## config.mk

```make
export PLATFORM = sky130hd
export DESIGN_NAME = dec_ctrl_regs
export DESIGN_NICKNAME = d
export VERILOG_FILES = /design/src/rtl/dec_ctrl_pkg.sv /design/src/rtl/dec_ctrl_wr_chan.sv /design/src/rtl/dec_ctrl_rd_chan.sv /design/src/rtl/dec_ctrl_regfile.sv /design/src/rtl/dec_ctrl_regs.sv
export SDC_FILE = /design/constraint.sdc
export NUM_CORES = 1
export LEC_CHECK = 0
export BUFFER_PORTS_ARGS = -buffer_cell sky130_fd_sc_hd__buf_2
export CORE_MARGIN = 1
export CORE_UTILIZATION = 57
export DETAILED_ROUTE_END_ITERATION = 6
export PLACE_DENSITY = 0.84
export SLEW_MARGIN = 5
export SYNTH_ARGS = -nofsm -noshare
export SYNTH_HDL_FRONTEND = slang
export SYNTH_SLANG_ARGS = --single-unit
```

## constraint.sdc

```tcl
create_clock -name clk -period 4.2 [get_ports clk]
set_clock_uncertainty 0.1 [all_clocks]
set_input_delay 0.42 -clock clk [delete_from_list [all_inputs] [get_ports clk]]
set_output_delay 0.42 -clock clk [all_outputs]
set_load 0.03 [all_outputs]
```

## src/rtl/dec_ctrl_pkg.sv

```systemverilog
package dec_ctrl_pkg;

   typedef enum logic [1:0] {
      RESP_OKAY   = 2'b00,
      RESP_SLVERR = 2'b10
   } axi_resp_e;

   localparam int unsigned CODE_W = 3;
   localparam int unsigned NCH    = 2;

   // word indices (byte address / 4)
   localparam int unsigned WIX_IDENT  = 0;
   localparam int unsigned WIX_SCRTCH = 1;
   localparam int unsigned WIX_DROP   = 16;
   localparam int unsigned WIX_CODE   = 17;
   localparam int unsigned WIX_CORR   = 18;
   localparam int unsigned WIX_COEF_A = 19;
   localparam int unsigned WIX_COEF_B = 20;

   // codes 1,2,3,6,7 select a filtered reduction
   function automatic logic code_is_filtered(input logic [CODE_W-1:0] c);
      case (c)
         3'd1, 3'd2, 3'd3, 3'd6, 3'd7: code_is_filtered = 1'b1;
         default:                      code_is_filtered = 1'b0;
      endcase
   endfunction

endpackage

```

## src/rtl/dec_ctrl_wr_chan.sv

```systemverilog
module dec_ctrl_wr_chan #(
   parameter int unsigned IX_W   = 6,
   parameter int unsigned DATA_W = 32,
   localparam int unsigned STRB_W = DATA_W / 8
) (
   input  logic              clk,
   input  logic              rst,
   input  logic [IX_W-1:0]   aw_ix,
   input  logic              awvalid,
   output logic              awready,
   input  logic [DATA_W-1:0] wdata,
   input  logic [STRB_W-1:0] wstrb,
   input  logic              wvalid,
   output logic              wready,
   output logic [1:0]        bresp,
   output logic              bvalid,
   input  logic              bready,
   output logic              wr_en,
   output logic [IX_W-1:0]   wr_ix,
   output logic [DATA_W-1:0] wr_data,
   output logic [STRB_W-1:0] wr_strb
);
   import dec_ctrl_pkg::*;

   logic aw_held, w_held, bvalid_q;

   assign awready = !aw_held && !bvalid_q;
   assign wready  = !w_held && !bvalid_q;
   assign wr_en   = aw_held && w_held && !bvalid_q;
   assign bvalid  = bvalid_q;
   assign bresp   = RESP_OKAY;

   always_ff @(posedge clk) begin
      if (rst) begin
         aw_held  <= 1'b0;
         w_held   <= 1'b0;
         bvalid_q <= 1'b0;
         wr_ix    <= '0;
         wr_data  <= '0;
         wr_strb  <= '0;
      end else begin
         if (awvalid && awready) begin
            aw_held <= 1'b1;
            wr_ix   <= aw_ix;
         end
         if (wvalid && wready) begin
            w_held  <= 1'b1;
            wr_data <= wdata;
            wr_strb <= wstrb;
         end
         if (wr_en) begin
            aw_held  <= 1'b0;
            w_held   <= 1'b0;
            bvalid_q <= 1'b1;
         end else if (bvalid_q && bready) begin
            bvalid_q <= 1'b0;
         end
      end
   end

endmodule

```

## src/rtl/dec_ctrl_rd_chan.sv

```systemverilog
module dec_ctrl_rd_chan #(
   parameter int unsigned DATA_W = 32
) (
   input  logic              clk,
   input  logic              rst,
   input  logic              arvalid,
   output logic              arready,
   output logic [DATA_W-1:0] rdata,
   output logic [1:0]        rresp,
   output logic              rvalid,
   input  logic              rready,
   input  logic [DATA_W-1:0] rd_word
);
   import dec_ctrl_pkg::*;

   logic rvalid_q;

   assign arready = !rvalid_q;
   assign rvalid  = rvalid_q;
   assign rresp   = RESP_OKAY;

   always_ff @(posedge clk) begin
      if (rst) begin
         rvalid_q <= 1'b0;
         rdata    <= '0;
      end else if (arvalid && arready) begin
         rvalid_q <= 1'b1;
         rdata    <= rd_word;
      end else if (rvalid_q && rready) begin
         rvalid_q <= 1'b0;
      end
   end

endmodule

```

## src/rtl/dec_ctrl_regfile.sv

```systemverilog
module dec_ctrl_regfile #(
   parameter int unsigned    IX_W     = 6,
   parameter int unsigned    DATA_W   = 32,
   parameter int unsigned    COEF_W   = 16,
   parameter bit             USE_STRB = 1'b1,
   parameter logic [31:0]    VERSION  = 32'h0002_0100,
   localparam int unsigned   STRB_W   = DATA_W / 8,
   localparam int unsigned   CODE_W   = dec_ctrl_pkg::CODE_W,
   localparam int unsigned   NCH      = dec_ctrl_pkg::NCH
) (
   input  logic              clk,
   input  logic              rst,
   input  logic              wr_en,
   input  logic [IX_W-1:0]   wr_ix,
   input  logic [DATA_W-1:0] wr_data,
   input  logic [STRB_W-1:0] wr_strb,
   input  logic [IX_W-1:0]   rd_ix,
   output logic [DATA_W-1:0] rd_word,
   output logic [DATA_W-1:0] drop_q,
   output logic [CODE_W-1:0] code_q,
   output logic [NCH-1:0]    corr_q,
   output logic [COEF_W-1:0] coef_a_q,
   output logic [COEF_W-1:0] coef_b_q,
   output logic              ovs_q
);
   import dec_ctrl_pkg::*;

   localparam logic [COEF_W-1:0] COEF_ONE = COEF_W'(1) << (COEF_W - 2);

   logic [DATA_W-1:0] scratch_q;
   logic [STRB_W-1:0] lane;

   generate
      if (USE_STRB) begin : g_strb
         assign lane = wr_strb;
      end else begin : g_full
         logic unused_strb;
         assign unused_strb = ^wr_strb;
         assign lane = '1;
      end
   endgenerate

   function automatic logic [DATA_W-1:0] mrg_word(input logic [DATA_W-1:0] old);
      logic [DATA_W-1:0] r;
      for (int i = 0; i < DATA_W; i++) r[i] = lane[i/8] ? wr_data[i] : old[i];
      return r;
   endfunction

   function automatic logic [COEF_W-1:0] mrg_coef(input logic [COEF_W-1:0] old);
      logic [COEF_W-1:0] r;
      for (int i = 0; i < COEF_W; i++) r[i] = lane[i/8] ? wr_data[i] : old[i];
      return r;
   endfunction

   logic [CODE_W-1:0] code_nx;
   assign code_nx = lane[0] ? wr_data[CODE_W-1:0] : code_q;

   always_ff @(posedge clk) begin
      if (rst) begin
         scratch_q <= '0;
         drop_q    <= DATA_W'(1);
         code_q    <= '0;
         ovs_q     <= 1'b0;
         corr_q    <= '0;
         coef_a_q  <= COEF_ONE;
         coef_b_q  <= COEF_ONE;
      end else if (wr_en) begin
         case (int'(wr_ix))
            WIX_SCRTCH: scratch_q <= mrg_word(scratch_q);
            WIX_DROP:   drop_q    <= mrg_word(drop_q);
            WIX_CODE: begin
               code_q <= code_nx;
               ovs_q  <= code_is_filtered(code_nx);
            end
            WIX_CORR:   if (lane[0]) corr_q <= wr_data[NCH-1:0];
            WIX_COEF_A: coef_a_q <= mrg_coef(coef_a_q);
            WIX_COEF_B: coef_b_q <= mrg_coef(coef_b_q);
            default: ;
         endcase
      end
   end

   always_comb begin
      rd_word = '0;
      case (int'(rd_ix))
         WIX_IDENT:  rd_word = DATA_W'(VERSION);
         WIX_SCRTCH: rd_word = scratch_q;
         WIX_DROP:   rd_word = drop_q;
         WIX_CODE:   rd_word = DATA_W'(code_q);
         WIX_CORR:   rd_word = DATA_W'(corr_q);
         WIX_COEF_A: rd_word = DATA_W'(coef_a_q);
         WIX_COEF_B: rd_word = DATA_W'(coef_b_q);
         default:    rd_word = '0;
      endcase
   end

endmodule

```

## src/rtl/dec_ctrl_regs.sv

```systemverilog
module dec_ctrl_regs #(
   parameter int unsigned  ADDR_W   = 8,
   parameter int unsigned  DATA_W   = 32,
   parameter int unsigned  COEF_W   = 16,
   parameter bit           USE_STRB = 1'b1,
   parameter logic [31:0]  VERSION  = 32'h0002_0100,
   localparam int unsigned STRB_W   = DATA_W / 8,
   localparam int unsigned IX_W     = ADDR_W - 2
) (
   input  logic              clk,
   input  logic              rst,
   input  logic [ADDR_W-1:0] s_axi_awaddr,
   input  logic              s_axi_awvalid,
   output logic              s_axi_awready,
   input  logic [DATA_W-1:0] s_axi_wdata,
   input  logic [STRB_W-1:0] s_axi_wstrb,
   input  logic              s_axi_wvalid,
   output logic              s_axi_wready,
   output logic [1:0]        s_axi_bresp,
   output logic              s_axi_bvalid,
   input  logic              s_axi_bready,
   input  logic [ADDR_W-1:0] s_axi_araddr,
   input  logic              s_axi_arvalid,
   output logic              s_axi_arready,
   output logic [DATA_W-1:0] s_axi_rdata,
   output logic [1:0]        s_axi_rresp,
   output logic              s_axi_rvalid,
   input  logic              s_axi_rready,
   output logic [DATA_W-1:0] cfg_drop_ratio,
   output logic [2:0]        cfg_filt_code,
   output logic [1:0]        cfg_corr_en,
   output logic [COEF_W-1:0] cfg_coef_a,
   output logic [COEF_W-1:0] cfg_coef_b,
   output logic [2:0]        data_rate,
   output logic              ovs_en
);
   // elaboration-time parameter checks
   if (DATA_W != 32) begin : g_bad_data_w
      $error("dec_ctrl_regs: DATA_W must be 32");
   end
   if (ADDR_W < 7) begin : g_bad_addr_w
      $error("dec_ctrl_regs: ADDR_W must reach byte offset 0x50");
   end
   if (COEF_W < 2 || COEF_W > DATA_W) begin : g_bad_coef_w
      $error("dec_ctrl_regs: COEF_W out of range");
   end

   logic              unused_lsb;
   logic              wr_en;
   logic [IX_W-1:0]   wr_ix;
   logic [DATA_W-1:0] wr_data;
   logic [STRB_W-1:0] wr_strb;
   logic [DATA_W-1:0] rd_word;

   assign unused_lsb = ^{s_axi_awaddr[1:0], s_axi_araddr[1:0]};

   dec_ctrl_wr_chan #(.IX_W(IX_W), .DATA_W(DATA_W)) i_wr (
      .clk     (clk),
      .rst     (rst),
      .aw_ix   (s_axi_awaddr[ADDR_W-1:2]),
      .awvalid (s_axi_awvalid),
      .awready (s_axi_awready),
      .wdata   (s_axi_wdata),
      .wstrb   (s_axi_wstrb),
      .wvalid  (s_axi_wvalid),
      .wready  (s_axi_wready),
      .bresp   (s_axi_bresp),
      .bvalid  (s_axi_bvalid),
      .bready  (s_axi_bready),
      .wr_en   (wr_en),
      .wr_ix   (wr_ix),
      .wr_data (wr_data),
      .wr_strb (wr_strb)
   );

   dec_ctrl_rd_chan #(.DATA_W(DATA_W)) i_rd (
      .clk     (clk),
      .rst     (rst),
      .arvalid (s_axi_arvalid),
      .arready (s_axi_arready),
      .rdata   (s_axi_rdata),
      .rresp   (s_axi_rresp),
      .rvalid  (s_axi_rvalid),
      .rready  (s_axi_rready),
      .rd_word (rd_word)
   );

   dec_ctrl_regfile #(
      .IX_W(IX_W), .DATA_W(DATA_W), .COEF_W(COEF_W),
      .USE_STRB(USE_STRB), .VERSION(VERSION)
   ) i_rf (
      .clk      (clk),
      .rst      (rst),
      .wr_en    (wr_en),
      .wr_ix    (wr_ix),
      .wr_data  (wr_data),
      .wr_strb  (wr_strb),
      .rd_ix    (s_axi_araddr[ADDR_W-1:2]),
      .rd_word  (rd_word),
      .drop_q   (cfg_drop_ratio),
      .code_q   (cfg_filt_code),
      .corr_q   (cfg_corr_en),
      .coef_a_q (cfg_coef_a),
      .coef_b_q (cfg_coef_b),
      .ovs_q    (ovs_en)
   );

   assign data_rate = cfg_filt_code;

endmodule

```

==> results of run 1 <==
==> through the flow <==
stage,cells,power [W],area (sq um)
after global routing,1068,0.00362,8540
after floorplan,755,0.00194,7150
after detailed placement,1037,0.00201,7980
after CTS,1068,0.00351,8540
final,1068,0.00350,8540
after global placement,1037,0.00201,7980
==> cell usage after synthesis (4+ instances only) <==
cell      count
mux2i_1     105
o21ai_0       6
a222oi_1     14
nor2b_1       6
inv_1         6
nand2_1     106
clkbuf_1     34
buf_4         7
nor3_1        6
and3_1        5
nand4_2      12
a22oi_1      35
nor2_1      114
a21oi_1      46
a22oi_2       5
buf_1         4
buf_2         9
o21ai_1      15
nand2b_1      5
dfxtp_1     180
==> power by group <==
group	switching (W)	total [W]	internal [W]
registers	0.0000375	0.00178	0.00174
clock network	0.000637	0.00152	0.000885
logic	0.000134	0.000199	0.0000657
total	0.000808	0.00350	0.00269
==> metal layers <==
layer  wire, um  GRT usage, %
met1       7730          35.2
met2       8870          47.4
met3       1120          6.11
met4        253          11.6
met5          0             0
==> final timing paths <==
path / slack (ps) / cells after the start / endpoint / startpoint
min reg2reg: 340 / 2 / i_rd.rdata[19] / i_rd.rdata[19]
max reg2reg: 1800 / 4 / i_rf.coef_a_q[12] / i_wr.bvalid
max: 1800 / 4 / i_rf.coef_a_q[12] / i_wr.bvalid
min: 120 / 3 / i_wr.wr_data[10] / s_axi_wdata[10]
==> cells by family (layout without fill, tap and decap cells) <==
kind of cell,count (synthesis),count (layout),synth area share (%)
muxes,107,107,15.4
other,1,4,0.0526
DFF,180,180,50.5
buffers and inverters,63,208,4.16
and+or+nand+nor,272,272,17.8
AOI/OAI and AO/OA,129,129,12.1
==> flip-flops by register name (all words and copies together) (netlist names) <==
register / cells
i_rd.rdata: 32
i_rd.rvalid: 1
i_rf.code_q: 3
i_rf.coef_a_q: 16
i_rf.coef_b_q: 16
i_rf.corr_q: 2
i_rf.drop_q: 32
i_rf.ovs_q: 1
i_rf.scratch_q: 32
i_wr.aw_held: 1
i_wr.bvalid: 1
i_wr.w_held: 1
i_wr.wr_data: 32
i_wr.wr_ix: 6
i_wr.wr_strb: 4
==> tightest hold or removal path, stage by stage <==
cell and delay [ps]:
buf_2 100, nand2_1 40, a21oi_1 50
==> cell type report <==
class / instances / share of cell area (%)
clock buffer: 22 / 5.32
clock inverter: 9 / 1.25
inverter: 6 / 0.264
multi-input combinational: 512 / 38.2
sequential: 180 / 42.2
tap: 168 / 2.46
timing repair buffer: 171 / 10.3
==> impl_metrics.yaml, run 1 <==
timing:
  rsz0062_at_grt: "false"
  fmaxAchievable_mhz: 417
  setup_viol: 0
  finalHoldViolCount: 0
  setup_tns_ps: 0
  setup_ws_ps: 1800
  fin_hold_ws_ps: 120
  worstMarginPinSlew_ps: 1140
  fin_crit_ps: 2400
  maxSlewHeadroom_pct: 23.6
  fin_crit_sh_pct: 57.1
  slew_viol_final: 0
logic_synthesis:
  synth_area_leader_cell: "dfxtp_1"
  synth_edf_count: 0
  ys_seq_elements: 180
  synthesis.area_sq_um: 7140
  ys_top_cells_by_area: "dfxtp_1 50%, mux2i_1 15%, nor2_1 6.0%"
  synth-main-ff-cell: "dfxtp_1"
  synth_cell_types: 41
  yosysTopAreaCellShare_pct: 50.5
  async_flop_share_pct: 0
  yosysWarnings: 0
  synth.avg_cell_area_sq_um: 9.49
  ys_seq_area_share_pct: 50.5
  synth_cells: 752
clock_network:
  cts_buffers: 17
  cts_root_buf: "clkbuf_16"
  clkTransAtPathRegs_ps: 60
  cts.repair.resized: 0
  cts.sinks: 180
  clock_latency_ps: 430
  cts_tree: "yes"
  clock_path_buffers: 2
  post-cts-setup-buffer-count: 0
  cts_hold_buf: 0
  h-tree-depth: 4
detailed_routing:
  drc: 0
  wl_per_cell_um: 16.8
  via_per_inst: 5.62
  vias: 6001
  antenna_left: 0
  drtIter0Drc: 532
  wl_um: 18000
  drtPass1Iterations: 6
grt:
  track_usage_pct: 28.2
  grt_pass1_wl_um: 28200
  antenna_found_initial: 0
  gr-total-overflow: 0
  grt_max_degree: 83
  grt_pass1_vias: 5634
power:
  power.density_nw_per_um2: 410
  leakage_nw: 4.22
  ir_drop_v: 0.000246
placed_design:
  dpl.hpwl_um: 11700
  io_buffers: 164
  gp_congestion: 0.767
  dp_slack_ps: 1750
die:
  die_w_um: 114
  core_area_sq_um: 12100
  fp.dieH_um: 114
  pin_count: 173
  fp-row-count: 40
  dieArea_sq_um: 13000
  initial_core_util_pct: 58.9
worst_setup_path:
  worst_ep_arrival_time_ps: 2590
  timing_worst_setup_path_type: "reg -> reg"
  critPathMaxFanout: 15
  worst_ep_required_time_ps: 4390
  path_buf_inv: 0
  cp_top_family: "simple AND/OR/NAND/NOR gates"
  max_stage_delay_ps: 780
  start_kind: "register"
  cp_cell_sequence: "and4bb_1, nand4_2, mux2i_1, nor2_1"
  crit_slowest_cell: "and4bb_1"
  endpoint_kind: "register"
layout:
  area_growth_syn_to_layout_pct: 19.6
  num-nets-final: 947
  antenna_cells: 0
  final_common_cell: "dfxtp_1"
  mostFrequentLayoutCells: "180 x dfxtp_1, 163 x buf_2, 114 x nor2_1"
  regArea_sq_um: 3600
  utilization_pct: 70.5
  n_fill_cell: 980
  multiInputGateArea_sq_um: 3260
  drive_gt1_share_pct: 25.0
run:
  cap_violations: 0
status:
  status: "completed"
worst_hold_path:
  hold_path.class: "in -> reg"
Power figures use the tool's default switching activity.
==> inputs of run 2 (changes only) <==
--- a/config.mk
+++ b/config.mk
@@ -5,11 +5,12 @@
 export SDC_FILE = /design/constraint.sdc
 export NUM_CORES = 1
 export LEC_CHECK = 0
+export ABC_AREA = 1
 export BUFFER_PORTS_ARGS = -buffer_cell sky130_fd_sc_hd__buf_2
 export CORE_MARGIN = 1
-export CORE_UTILIZATION = 57
+export CORE_UTILIZATION = 54
 export DETAILED_ROUTE_END_ITERATION = 6
-export PLACE_DENSITY = 0.84
+export PLACE_DENSITY = 0.8
 export SLEW_MARGIN = 5
 export SYNTH_ARGS = -nofsm -noshare
 export SYNTH_HDL_FRONTEND = slang
==> constraint.sdc (replaced) <==
create_clock -name clk -period 2.35 [get_ports clk]
set_clock_uncertainty 0.1 [all_clocks]
set_input_delay 0.235 -clock clk [delete_from_list [all_inputs] [get_ports clk]]
set_output_delay 0.235 -clock clk [all_outputs]
set_load 0.03 [all_outputs]
==> run 2 against run 1 <==
Combinational power increased to 2.6 times the previous value. Area after synthesis increased by 4.1%. Sequential share of layout area decreased by 3.3 points. Routed wire length increased by 12%. Cell area increased by 8.5%. Clock-buffer cell count decreased by 1. Worst setup slack got worse by 1300 ps. Largest cell class unchanged. Total power increased by 90%. Register-to-register slack got worse by 1300 ps. First-iteration DRC count increased by 15%. Cell count increased by 25%. Sequential cell count unchanged.
==> impl_metrics.yaml, run 2 <==
status:
  status: "completed"
logic_synthesis:
  synthesis.area_sq_um: 7430
  synth_cells: 971
  synth.avg_cell_area_sq_um: 7.65
  async_flop_share_pct: 0
  yosysWarnings: 0
  yosys-top-cells-count: "180 x dfxtp_1, 130 x o21ai_0, 129 x a21oi_1"
  synth_edf_count: 0
  synth-main-ff-cell: "dfxtp_1"
  synth_cell_types: 32
  ys_seq_area_share_pct: 48.5
  synth_area_leader_cell: "dfxtp_1"
  ys_top_cells_by_area: "dfxtp_1 49%, o21ai_0 8.8%, a21oi_1 8.7%"
  synth_most_common_cell: "dfxtp_1"
  ys_seq_elements: 180
  yosysTopAreaCellShare_pct: 48.5
clock_network:
  cts_tree: "yes"
  clkTransAtPathRegs_ps: 60
  cts_buffers: 17
  cts_root_buf: "clkbuf_16"
  clock_latency_ps: 430
  clock_path_buffers: 2
  h-tree-depth: 4
  post-cts-setup-buffer-count: 0
  cts.sinks: 180
worst_setup_path:
  start_kind: "register"
  endpoint_kind: "register"
  rrSetupSlack_ps: 460
  crit_end: "i_rf.scratch_q[19]"
  critPathMaxFanout: 16
  rr_endpoint: "i_rf.scratch_q[19]"
  timing_worst_setup_path_type: "reg -> reg"
  worst_ep_required_time_ps: 2550
  crit_path_start: "i_wr.w_held"
  worst_ep_arrival_time_ps: 2090
  ff2ff_path_depth: 7
  timing.rr.start: "i_wr.w_held"
detailed_routing:
  drtIter0Drc: 613
  via_per_inst: 5.25
  wl_um: 20100
  drtPass1Iterations: 7
  vias: 7029
  drc: 0
  wl_per_cell_um: 15.0
  antenna_left: 0
power:
  ir_drop_v: 0.000536
  power.density_nw_per_um2: 716
  leakage_nw: 3.87
layout:
  final_cell_count_no_fill: 1338
  mostFrequentLayoutCells: "180 x dfxtp_1, 164 x buf_2, 130 x o21ai_0"
  n_fill_cell: 1111
  area_growth_syn_to_layout_pct: 24.7
  regArea_sq_um: 3600
  num-nets-final: 1209
  multiInputGateArea_sq_um: 3040
  final_common_cell: "dfxtp_1"
  drive_gt1_share_pct: 21.0
timing:
  fmaxAchievable_mhz: 528
  rsz0062_at_grt: "false"
  finalHoldViolCount: 0
  slew_viol_final: 0
  fin_crit_ps: 1890
  worstMarginPinSlew_ps: 666
  setup_viol: 0
  fin_crit_sh_pct: 80.6
  setup_tns_ps: 0
  maxSlewHeadroom_pct: 55.6
grt:
  antenna_found_initial: 0
  track_usage_pct: 29.3
  grt_pass1_vias: 6547
  gr-total-overflow: 0
  grt_max_degree: 105
  grt_pass1_wl_um: 32400
die:
  initial_core_util_pct: 55.7
  die_w_um: 119
  pin_count: 173
  fp-row-count: 42
  core_area_sq_um: 13300
  dieArea_sq_um: 14200
  fp.dieH_um: 119
worst_hold_path:
  hold_path.class: "in -> reg"
placed_design:
  io_buffers: 164
  gp_congestion: 0.872
  dp.cells: 1267
  dpl.hpwl_um: 12800
run:
  cap_violations: 0
==> run 2: layout make-up <==
class / count / share of cell area, %
antenna: 1 / 0.0270
clock buffer: 21 / 5.08
clock inverter: 9 / 1.38
inverter: 122 / 4.94
multi-input combinational: 611 / 32.8
sequential: 180 / 38.9
tap: 176 / 2.38
timing repair buffer: 218 / 14.5
==> run 2: through the flow <==
| step | power (W) | util, % | area (sq um) | hold slack, ps | setup slack (ps) |
|---|---|---|---|---|---|
| 2_1_floorplan | 0.00359 | - | 7440 | 280 | 480 |
| 3_3_place_gp | 0.00374 | 61.9 | 8260 | 331 | 473 |
| 3_5_place_dp | 0.00375 | 61.9 | 8260 | 336 | 423 |
| 4_1_cts | 0.00664 | 69.4 | 9260 | 1.82 | 476 |
| 5_1_grt | 0.00687 | 69.4 | 9260 | 40.8 | 242 |
| 6_report | 0.00663 | 69.4 | 9260 | 22.1 | 456 |
==> run 2: kinds of logic after synthesis <==
group / count (synthesis) / share of synthesized area, %
other: 1 / 0.0505
buffers and inverters: 183 / 10.7
AND/OR/NAND/NOR: 296 / 18.7
AO/OA/AOI/OAI: 310 / 21.9
multiplexers: 1 / 0.135
flip-flops: 180 / 48.5
==> run 2: how the worst min path moves through the flow <==
stage          cells past startpoint  slack [ps]               start                  to
2_1_floorplan                      2         280       s_axi_awvalid        i_wr.aw_held
3_3_place_gp                       2         330  i_rf.scratch_q[10]  i_rf.scratch_q[10]
3_5_place_dp                       2         340   i_rf.scratch_q[7]   i_rf.scratch_q[7]
4_1_cts                            3           2     s_axi_awaddr[4]       i_wr.wr_ix[2]
5_1_grt                            3          40        s_axi_rready         i_rd.rvalid
6_report                           3          20      s_axi_wdata[0]     i_wr.wr_data[0]
==> run 2: report_power, final <==
| group | internal, W | leakage (nW) | switching, W |
|---|---|---|---|
| combinational | 0.000188 | 2.11 | 0.000335 |
| clock | 0.00174 | 0.299 | 0.00114 |
| sequential | 0.00313 | 1.46 | 0.0000886 |
==> run 2: layer usage <==
metal,routed length (um),GRT usage [%]
met5,0,0
met4,395,10.5
met3,1320,6.23
met2,9790,49.8
met1,8630,36.6
==> run 2: timing repair <==
item / 4_1_cts / 5_1_grt
resized for setup: 0 / 0
hold buffers: 40 / 0
endpoints found under the hold margin: 39 / 0
==> run 2: worst max-delay path, cell delays in order (launching register included) <==
cell and delay, ps:
dfxtp_1 340, inv_1 70, nor2_2 120, nand2_4 120, nor3_4 270, nand3_2 340, o21ai_0 320, a21oi_1 80
